### config.mk
export PLATFORM = sky130hd
export DESIGN_NAME = wdt_guarded
export DESIGN_NICKNAME = d
export VERILOG_FILES = /design/src/rtl/wdt_pkg.sv /design/src/rtl/wdt_unlock.sv /design/src/rtl/wdt_timer.sv /design/src/rtl/wdt_guarded.sv
export SDC_FILE = /design/constraint.sdc
export NUM_CORES = 1
export LEC_CHECK = 0
export ABC_CLOCK_PERIOD_IN_PS = 4400
export BUFFER_PORTS_ARGS = -buffer_cell sky130_fd_sc_hd__buf_2
export CAP_MARGIN = 10
export CORE_MARGIN = 1.5
export CORE_UTILIZATION = 60
export CTS_CLUSTER_DIAMETER = 120
export DETAILED_ROUTE_END_ITERATION = 10
export PLACE_DENSITY_LB_ADDON = 0.05
export SLEW_MARGIN = 40
export SYNTH_ARGS = -nofsm -noshare
export SYNTH_HDL_FRONTEND = slang
export SYNTH_SLANG_ARGS = --single-unit
### constraint.sdc
create_clock -name clk -period 4.4 [get_ports clk]
set_input_delay 0.66 -clock clk [delete_from_list [all_inputs] [get_ports clk]]
set_output_delay 0.66 -clock clk [all_outputs]
set_load 0.03 [all_outputs]
### src/rtl/wdt_pkg.sv
package wdt_pkg;
  localparam int REG_W   = 8;
  localparam int PRESC_W = 4;

  typedef struct packed {
    logic [PRESC_W-1:0] presc;
    logic               en;
    logic               chg;
    logic               ie;
    logic               flag;
  } wdt_reg_t;
endpackage

### src/rtl/wdt_unlock.sv
module wdt_unlock #(
  parameter int WIN_CYC = 4
) (
  input  logic clk,
  input  logic rst_n,
  input  logic wr_stb,
  input  logic wr_chg,
  input  logic wr_enb,
  output logic open,
  output logic accept
);
  localparam int CW = $clog2(WIN_CYC + 1);

  logic [CW-1:0] cnt;
  logic          arm;

  assign arm    = wr_stb & wr_chg & wr_enb;
  assign open   = (cnt != '0);
  assign accept = wr_stb & open & ~wr_chg;

  always_ff @(posedge clk) begin
    if (!rst_n)               cnt <= '0;
    else if (arm)             cnt <= CW'(WIN_CYC);
    else if (wr_stb && open)  cnt <= '0;
    else if (open)            cnt <= cnt - 1'b1;
  end

  AST_WIN_BOUND: assert property (@(posedge clk) disable iff (!rst_n)
    cnt <= CW'(WIN_CYC));
  AST_STEP_ARM: assert property (@(posedge clk) disable iff (!rst_n)
    arm |=> open);
  AST_WIN_EXPIRE: assert property (@(posedge clk) disable iff (!rst_n)
    (cnt == CW'(1) && !wr_stb) |=> !open);
endmodule

### src/rtl/wdt_timer.sv
module wdt_timer #(
  parameter int BASE_EXP = 11,
  parameter int TOP_CODE = 9,
  parameter int SEL_W    = 4
) (
  input  logic             clk,
  input  logic             rst_n,
  input  logic             run,
  input  logic             tick,
  input  logic             kick,
  input  logic [SEL_W-1:0] sel,
  output logic             expire
);
  localparam int CNT_W = BASE_EXP + TOP_CODE;
  localparam int IDX_W = (TOP_CODE < 1) ? 1 : $clog2(TOP_CODE + 1);

  logic [CNT_W-1:0] term [TOP_CODE+1];
  logic [CNT_W-1:0] cnt;
  logic [IDX_W-1:0] eff;

  for (genvar g = 0; g <= TOP_CODE; g++) begin : g_term
    assign term[g] = {CNT_W{1'b1}} >> (TOP_CODE - g);
  end

  assign eff    = (sel > SEL_W'(TOP_CODE)) ? IDX_W'(TOP_CODE) : IDX_W'(sel);
  assign expire = run & tick & ~kick & (cnt == term[eff]);

  always_ff @(posedge clk) begin
    if (!rst_n)              cnt <= '0;
    else if (!run || kick)   cnt <= '0;
    else if (expire)         cnt <= '0;
    else if (tick)           cnt <= cnt + 1'b1;
  end

  AST_KICK_CLR: assert property (@(posedge clk) disable iff (!rst_n)
    kick |=> (cnt == '0));
  AST_WRAP_ZERO: assert property (@(posedge clk) disable iff (!rst_n)
    expire |=> (cnt == '0));
endmodule

### src/rtl/wdt_guarded.sv
module wdt_guarded
  import wdt_pkg::*;
#(
  parameter int BASE_EXP = 11,
  parameter int TOP_CODE = 9,
  parameter int WIN_CYC  = 4
) (
  input  logic             clk,
  input  logic             rst_n,
  input  logic             strap_lvl2,
  input  logic             reg_we,
  input  logic [REG_W-1:0] reg_wdata,
  output logic [REG_W-1:0] reg_rdata,
  input  logic             restart,
  input  logic             tick,
  output logic             rst_req,
  output logic             irq
);
  wdt_reg_t           w;
  wdt_reg_t           rd;
  logic               en_q, ie_q, flag_q, rst_req_q;
  logic [PRESC_W-1:0] presc_q;
  logic               en_eff, run, win_open, accept, expire;

  assign w      = wdt_reg_t'(reg_wdata);
  assign en_eff = strap_lvl2 | en_q;
  assign run    = en_eff | ie_q;

  wdt_unlock #(.WIN_CYC(WIN_CYC)) u_unlock (
    .clk    (clk),
    .rst_n  (rst_n),
    .wr_stb (reg_we),
    .wr_chg (w.chg),
    .wr_enb (w.en),
    .open   (win_open),
    .accept (accept)
  );

  wdt_timer #(.BASE_EXP(BASE_EXP), .TOP_CODE(TOP_CODE), .SEL_W(PRESC_W)) u_timer (
    .clk    (clk),
    .rst_n  (rst_n),
    .run    (run),
    .tick   (tick),
    .kick   (restart),
    .sel    (presc_q),
    .expire (expire)
  );

  always_ff @(posedge clk) begin
    if (!rst_n) begin
      en_q      <= 1'b0;
      ie_q      <= 1'b0;
      flag_q    <= 1'b0;
      presc_q   <= '0;
      rst_req_q <= 1'b0;
    end else begin
      rst_req_q <= 1'b0;
      if (reg_we) ie_q <= w.ie;
      if (!strap_lvl2) begin
        if (accept)                en_q <= w.en;
        else if (reg_we && w.en)   en_q <= 1'b1;
      end
      if (strap_lvl2 ? accept : reg_we) presc_q <= w.presc;
      if (reg_we && w.flag) flag_q <= 1'b0;
      if (expire) begin
        if (ie_q && !flag_q) flag_q    <= 1'b1;
        else if (en_eff)     rst_req_q <= 1'b1;
      end
    end
  end

  always_comb begin
    rd.presc = presc_q;
    rd.en    = en_eff;
    rd.chg   = win_open;
    rd.ie    = ie_q;
    rd.flag  = flag_q;
  end

  assign reg_rdata = rd;
  assign rst_req   = rst_req_q;
  assign irq       = flag_q & ie_q;

  AST_LVL2_EN_RD: assert property (@(posedge clk) disable iff (!rst_n)
    strap_lvl2 |-> reg_rdata[3]);
  AST_RST_PULSE: assert property (@(posedge clk) disable iff (!rst_n)
    rst_req |=> !rst_req);
  AST_DIS_GUARD: assert property (@(posedge clk) disable iff (!rst_n)
    (!strap_lvl2 && en_q && reg_we && !w.en && !win_open) |=> en_q);
  AST_LVL2_PRESC: assert property (@(posedge clk) disable iff (!rst_n)
    (strap_lvl2 && !accept) |=> $stable(presc_q));
endmodule

==> metrics.md, run 1 <==
| Metric | Value |
|---|---|
| Synthesized Nets | `roughly 210` |
| Yosys Warn Count | `0` |
| Setup WS pre-CTS | `2050 ps` |
| Worst setup margin | `2180 ps` |
| Height of the die | `55.9 um` |
| Vias in the first global route | `1,328` |
| Register Area | `621 um2` |
| CP dominant cell by count | `inv_1` |
| Top post-synthesis cells by area | `dfxtp_1, xor2_1, nor2_1, xnor2_1, nand2_1` |
| P_leak | `about 0.7 nW` |
| Clock sinks | `31` |
| Worst-Skew Late Latency | `340 ps` |
| Clk buf depth | `2` |
| Fin. max-slew vios | `0` |
| EDFF count, synth | `0` |
| Synthesis-to-finish area growth | `4.63%` |
| CP cell instances | `inv_1 -> ha_1 -> nor2b_1 -> inv_1 -> buf_2` |
| Most frequent cell after synthesis | `dfxtp_1` |
| Vias per cell | `roughly 5.6` |
| CTS tree | `done` |
| Slowest stage delay, CP | `380 ps` |
| R2R cell count | `6` |
| Period Utilization, post-route | `0.504` |
| Top FF cell, synth | `dfxtp_1` |
| Port Buffers | `23` |
| DR WL/cell | `12.9 um` |
| GPL Wtd Cong | `0.830` |
| Pin slew with the least headroom to its limit | `686 ps` |
| Worst vdd ir | `0.289 mV` |
| Rel. slew slack | `0.539` |
| Diode count | `0` |
| Critical R2R Capture | `u_timer.cnt[15]` |
| Buffer and inverter count on the worst path | `3` |
| DR pass1 iterations | `4` |
| Cts repair resizes | `0` |
| Nets | `230` |
| Run status | `complete, no violations` |
| WP depth | `5` |
| Critical path origin | `u_unlock.cnt[0]` |
| Yosys top cell area share | `0.370` |
| Worst R2R Setup Slack | `2240 ps` |
| Startpoint Class | `register` |
| Die area | `3120 um2` |
| Final Skew | `8.14 ps` |
| RR Startpoint | `u_timer.cnt[0]` |
| Clock slew at reported path FFs | `90 ps` |
| DR DRC count | `0` |
| Total global routing overflow | `0` |
| Initial Util | `0.653` |
| Setup violations, final | `0` |
| # Post-CTS Setup Buffers | `0` |
| Post-route ant nets | `0` |
| Cell variety after synth | `39` |
| Fin crit period | `2220 ps` |
| Synth Register Bits | `31` |
| Die width | `55.9 um` |
| Avg Cell Area, Syn | `8.60 um2` |
| WL final | `3150 um` |
| WS Path Type | `register to primary output` |
| Worst setup EP type | `primary output` |
| First-pass GRT wire length | `5490 um` |
| H-tree depth | `2` |
| Initial antenna violation count | `0` |
| Area of the mapped netlist | `1680 um2` |
| Core area | `2570 um2` |
| Sequential area share after synthesis | `0.370` |
| Proportion of layout cells with a drive suffix above 1 | `0.168` |
| Top post-synthesis cells by count | `dfxtp_1, nor2_1, nand2_1` |
| Largest net degree at the start of global routing | `16` |
| Hold Path Class | `register to register` |
| Post-Route Utilization | `0.683` |
| Post-DP HPWL | `roughly 2300 um` |
| RSZ-0062 raised after global routing | `no` |
| Slowest cell on crit path | `nor2b_1` |
| CTS Buf Count | `5` |
| Fmax | `451 MHz` |
| Worst EP required | `approximately 3700 ps` |
| Vias after detailed routing | `1,376` |
| PwrDens | `a little over 300 nW/um2` |
| Fin. Hold Viols | `0` |
| Delay-heaviest family, CP | `simple AND/OR/NAND/NOR gates` |
| Initial DRC count | `64` |
| CTS Hold Bufs | `0` |
| Setup TNS | `0 ps` |
| Area leader, netlist | `dfxtp_1` |
| Fill cell count | `221` |
| I/O Pins | `24` |
| Cells after synthesis | `around 200` |
| End of the critical path | `reg_rdata[2]` |
| Arrival @ worst endpoint | `1560 ps` |
| CTS Root Buffer Type | `clkbuf_4` |
| Overall Global Routing Usage | `0.224` |
| # rows | `18` |
| CP max FO | `7` |
| Asr flop ratio synth | `0` |
| Area of the multi-input gates | `905 um2` |
| Total of max-cap violations | `0` |
worst register-to-register path: stages, from the launching register on:
cell	delay (ps)
dfxtp_1	390
ha_1	210
nand4_2	180
nor3_1	270
o21ai_0	220
o311ai_4	640
nor2_1	120
cell usage in the layout (no fill, tap or decap), drive strengths merged, types with 2 or more instances in the layout:
master and count:
inv 7, a21oi 5, a21boi 5, mux2i 4, buf 23, or3 2
nand3 11, and2 3, nand2 18, nor3 8, nor2b 3, xnor2 8
xor2 13, dfxtp 31, o21ai 7, nand4 6, ha 3, clkbuf 7
and3 4, nor4 4, nor2 30
power by group:
group,switching (W),total (W),internal [W]
Combinational,0.0000470,0.0000770,0.0000300
Sequential,0.00000901,0.000296,0.000287
Clock,0.0000945,0.000157,0.0000621
Total,0.000151,0.000529,0.000379
metal layers:
metal  up-vias  global-route usage  part of all wire
met3         5              0.0767             0.039
met2        22               0.372              0.48
met4         0              0.0952             0.017
li1        705                   -                 -
met1       644               0.262              0.47
met5         -                   0                 0
final cells by class:
| cell class | count | area share |
|---|---|---|
| repair buffers | 23 | 0.0656 |
| clock buffers | 7 | 0.0257 |
| multi-input cells | 145 | 0.516 |
| flip-flops and latches | 31 | 0.354 |
| inverters | 7 | 0.0150 |
| well taps | 30 | 0.0214 |
| clock inverters | 1 | 0.00285 |
how the worst min path moves through the flow:
stage                     cells after the start  slack (ps)              end             from
after floorplan                               2         460  u_unlock.cnt[1]  u_unlock.cnt[1]
after global placement                        2         480  u_unlock.cnt[1]  u_unlock.cnt[1]
after detailed placement                      2         490  u_unlock.cnt[1]  u_unlock.cnt[1]
after CTS                                     2         510  u_unlock.cnt[1]  u_unlock.cnt[1]
after global routing                          2         550  u_unlock.cnt[1]  u_unlock.cnt[1]
final                                         2         500  u_unlock.cnt[1]  u_unlock.cnt[1]
metrics by stage:
stage / cells / cell area [um2] / hold WS (ps) / power, W
CTS: 244 / 1750 / 511 / 0.000535
global placement: 236 / 1700 / 475 / 0.000376
detailed placement: 236 / 1700 / 488 / 0.000380
finish: 244 / 1750 / 503 / 0.000529
floorplan: 195 / 1680 / 457 / 0.000366
global route: 244 / 1750 / 554 / 0.000559
sequential cells by signal, indices dropped and copies added, names as in the netlist:
name and flops:
rst_req 1, presc_q 4, u_timer.cnt 20, u_unlock.cnt 3, en_q 1, flag_q 1
ie_q 1
cell families (layout without fill, tap and decap cells):
family | after synthesis | count (layout) | synth area share
AO/OA/AOI/OAI | 26 | 26 | 0.121
adder cells (fa/ha/maj) | 3 | 3 | 0.0224
buffers and inverters | 19 | 38 | 0.0903
AND/OR/NAND/NOR | 91 | 91 | 0.263
multiplexers | 4 | 4 | 0.0239
XOR/XNOR | 21 | 21 | 0.110
flip-flops | 31 | 31 | 0.370
Note: power is estimated with default switching activity, not from simulation.
==> run 2: changes to the inputs <==
--- a/config.mk
+++ b/config.mk
@@ -5,11 +5,11 @@
 export SDC_FILE = /design/constraint.sdc
 export NUM_CORES = 1
 export LEC_CHECK = 0
-export ABC_CLOCK_PERIOD_IN_PS = 4400
+export ABC_CLOCK_PERIOD_IN_PS = 1900
 export BUFFER_PORTS_ARGS = -buffer_cell sky130_fd_sc_hd__buf_2
 export CAP_MARGIN = 10
 export CORE_MARGIN = 1.5
-export CORE_UTILIZATION = 60
+export CORE_UTILIZATION = 51
 export CTS_CLUSTER_DIAMETER = 120
 export DETAILED_ROUTE_END_ITERATION = 10
 export PLACE_DENSITY_LB_ADDON = 0.05
==> constraint.sdc (replaced) <==
create_clock -name clk -period 1.9 [get_ports clk]
set_input_delay 0.285 -clock clk [delete_from_list [all_inputs] [get_ports clk]]
set_output_delay 0.285 -clock clk [all_outputs]
set_load 0.03 [all_outputs]
==> run 2 against run 1 <==
Net effect:
- clock power grew to 2.8 times the previous value
- global-route usage shrank 2.0 points
- largest cell class unchanged
- count of clock-buffer cells in the layout is the same
==> metrics.md, run 2 (same netlist as run 1, synthesis figures left out) <==
| Metric | Value |
|---|---|
| Pin slew with the least headroom to its limit | `396 ps (was 686 ps)` |
| Rel. slew slack | `0.734 (was 0.539)` |
| Buffer and inverter count on the worst path | `1 (was 3)` |
| Clock sinks | `31 (unchanged)` |
| Most frequent cells in the layout | `nor2_1, dfxtp_1, buf_2, nand2_1, xor2_1 (was dfxtp_1, nor2_1, buf_2, nand2_1, xor2_1)` |
| DR DRC count | `0 (unchanged)` |
| Cts repair resizes | `0 (unchanged)` |
| Placed Cells | `260 (was 236)` |
| Hold Path Class | `input pin to register (was register to register)` |
| WL final | `3210 um (was 3150 um)` |
| Clk buf depth | `2 (unchanged)` |
| GPL Wtd Cong | `0.824 (was 0.830)` |
| Area of the multi-input gates | `910 um2 (was 905 um2)` |
| Fill cell count | `294 (was 221)` |
| Synthesis-to-finish area growth | `12.8% (was 4.63%)` |
| Slowest stage delay, CP | `400 ps (was 380 ps)` |
| # Post-CTS Setup Buffers | `0 (unchanged)` |
| Nets | `240 (was 230)` |
| Height of the die | `60.3 um (was 55.9 um)` |
| Largest net degree at the start of global routing | `16 (unchanged)` |
| I/O Pins | `24 (unchanged)` |
| Fin. Hold Viols | `0 (unchanged)` |
| Register name with the most flops | `u_timer.cnt (unchanged)` |
| Fin crit period | `1770 ps` |
| Post-route ant nets | `0 (unchanged)` |
| Initial Util | `0.545 (was 0.653)` |
| P_leak | `0.764 nW (was 0.699 nW)` |
| PwrDens | `701 nW/um2 (was 302 nW/um2)` |
| Clock slew at reported path FFs | `90 ps (about the same)` |
| Overall Global Routing Usage | `0.203 (was 0.224)` |
| WS Path Type | `register to register (was register to primary output)` |
| Vias per cell | `5.23 (was 5.64)` |
| DR pass1 iterations | `4 (unchanged)` |
| Fmax | `roughly 560 MHz` |
| Setup violations, final | `0 (unchanged)` |
| Delay-heaviest family, CP | `simple AND/OR/NAND/NOR gates (unchanged)` |
| Worst setup EP type | `register (was primary output)` |
| Post-DP HPWL | `2390 um (was 2320 um)` |
| Final Instance Area | `1890 um2 (was 1750 um2)` |
| Run status | `complete, no violations (unchanged)` |
| Die width | `60.3 um (was 55.9 um)` |
| Diode count | `0 (unchanged)` |
| Register Area | `626 um2 (was 621 um2)` |
| DR WL/cell | `12.0 um (was 12.9 um)` |
| Post-Route Utilization | `0.615 (was 0.683)` |
| Commonest non-fill, non-tap cell in the layout | `nor2_1 (was dfxtp_1)` |
| RR Startpoint | `presc_q[2] (was u_timer.cnt[0])` |
| Startpoint Class | `register (unchanged)` |
| Biggest regs | `u_timer.cnt x20, presc_q x4, u_unlock.cnt x3 (unchanged)` |
| Period Utilization, post-route | `0.933` |
| HP Start | `reg_wdata[7] (was u_unlock.cnt[1])` |
| Final Skew | `8.66 ps (was 8.14 ps)` |
| Total global routing overflow | `0 (unchanged)` |
| CTS Root Buffer Type | `clkbuf_4 (unchanged)` |
| Port Buffers | `23 (unchanged)` |
| First-pass GRT wire length | `5580 um (was 5490 um)` |
| # rows | `20 (was 18)` |
| CTS tree | `done (unchanged)` |
| CTS Buf Count | `5 (unchanged)` |
| CTS Hold Bufs | `0 (unchanged)` |
| Proportion of layout cells with a drive suffix above 1 | `0.237 (was 0.168)` |
| Initial DRC count | `73 (was 64)` |
| Vias after detailed routing | `1,402 (was 1,376)` |
| Die area | `3640 um2 (was 3120 um2)` |
| Arrival @ worst endpoint | `2000 ps (was 1560 ps)` |
| Worst EP required | `2130 ps (was 3740 ps)` |
| Critical path origin | `presc_q[2] (was u_unlock.cnt[0])` |
| Initial antenna violation count | `0 (unchanged)` |
| CP max FO | `15 (was 7)` |
| Worst vdd ir | `0.585 mV (was 0.289 mV)` |
| Total of max-cap violations | `0 (unchanged)` |
| Slowest cell on crit path | `or3_1 (was nor2b_1)` |
| Core area | `3080 um2 (was 2570 um2)` |
| CP cell instances | `or3_1 -> nor3_2 -> o32ai_2 -> o311ai_4 -> buf_12 -> nor2_1 (was inv_1 -> ha_1 -> nor2b_1 -> inv_1 -> buf_2)` |
| RSZ-0062 raised after global routing | `no (unchanged)` |
| Worst R2R Setup Slack | `130 ps (was 2240 ps)` |
| H-tree depth | `2 (unchanged)` |
| Non-Filler Instances | `268 (was 244)` |
| Area of placed instances | `1810 um2 (was 1700 um2)` |
| Vias in the first global route | `1,308 (was 1,328)` |
| Max reg flops | `20 (unchanged)` |
| Setup TNS | `0 ps (unchanged)` |
| Worst-Skew Late Latency | `330 ps (was 340 ps)` |
| Fin. max-slew vios | `0 (unchanged)` |
==> run 2: area by class of cell <==
cell class | instances | area share
clock inverter | 1 | 0.00397
sequential | 31 | 0.331
clock buffer | 7 | 0.0344
multi-input combinational | 145 | 0.481
timing repair buffer | 33 | 0.107
tap | 44 | 0.0291
inverter | 7 | 0.0139
==> run 2: path summary, 6_finish.rpt <==
path | endpoint | depth (start not counted)
setup reg to reg | u_timer.cnt[1] | 6
hold reg to reg | u_unlock.cnt[1] | 2
setup / recovery | u_timer.cnt[1] | 6
hold / removal | presc_q[3] | 3
==> run 2: worst register-to-register path: stages, from the launching register on <==
cell and delay (ps):
dfxtp_2 380, or3_1 400, nor3_2 180, o32ai_2 130, o311ai_4 350, buf_12 180
nor2_1 60
==> run 2: where the power goes <==
part	internal (W)	switching [W]	total (W)
Clock	0.000216	0.000228	0.000444
Combinational	0.0000843	0.000114	0.000198
Sequential	0.000665	0.0000192	0.000684
Total	0.000965	0.000362	0.00133
==> run 2: metal layers <==
| metal | vias up | global-route usage | routed length, um |
|---|---|---|---|
| met5 | - | 0 | 0 |
| met4 | 0 | 0.0476 | 27 |
| met3 | 5 | 0.0576 | 88 |
| met2 | 17 | 0.346 | 1540 |
| met1 | 657 | 0.256 | 1560 |
| li1 | 723 | - | - |
==> run 2: per-stage QoR <==
step	hold WS, ps	setup slack (ps)	power, W
floorplan	437	2.71	0.000847
global placement	478	124	0.000890
detailed placement	488	52.8	0.000897
CTS	214	40.2	0.00134
global route	218	0.447	0.00140
finish	220	128	0.00133
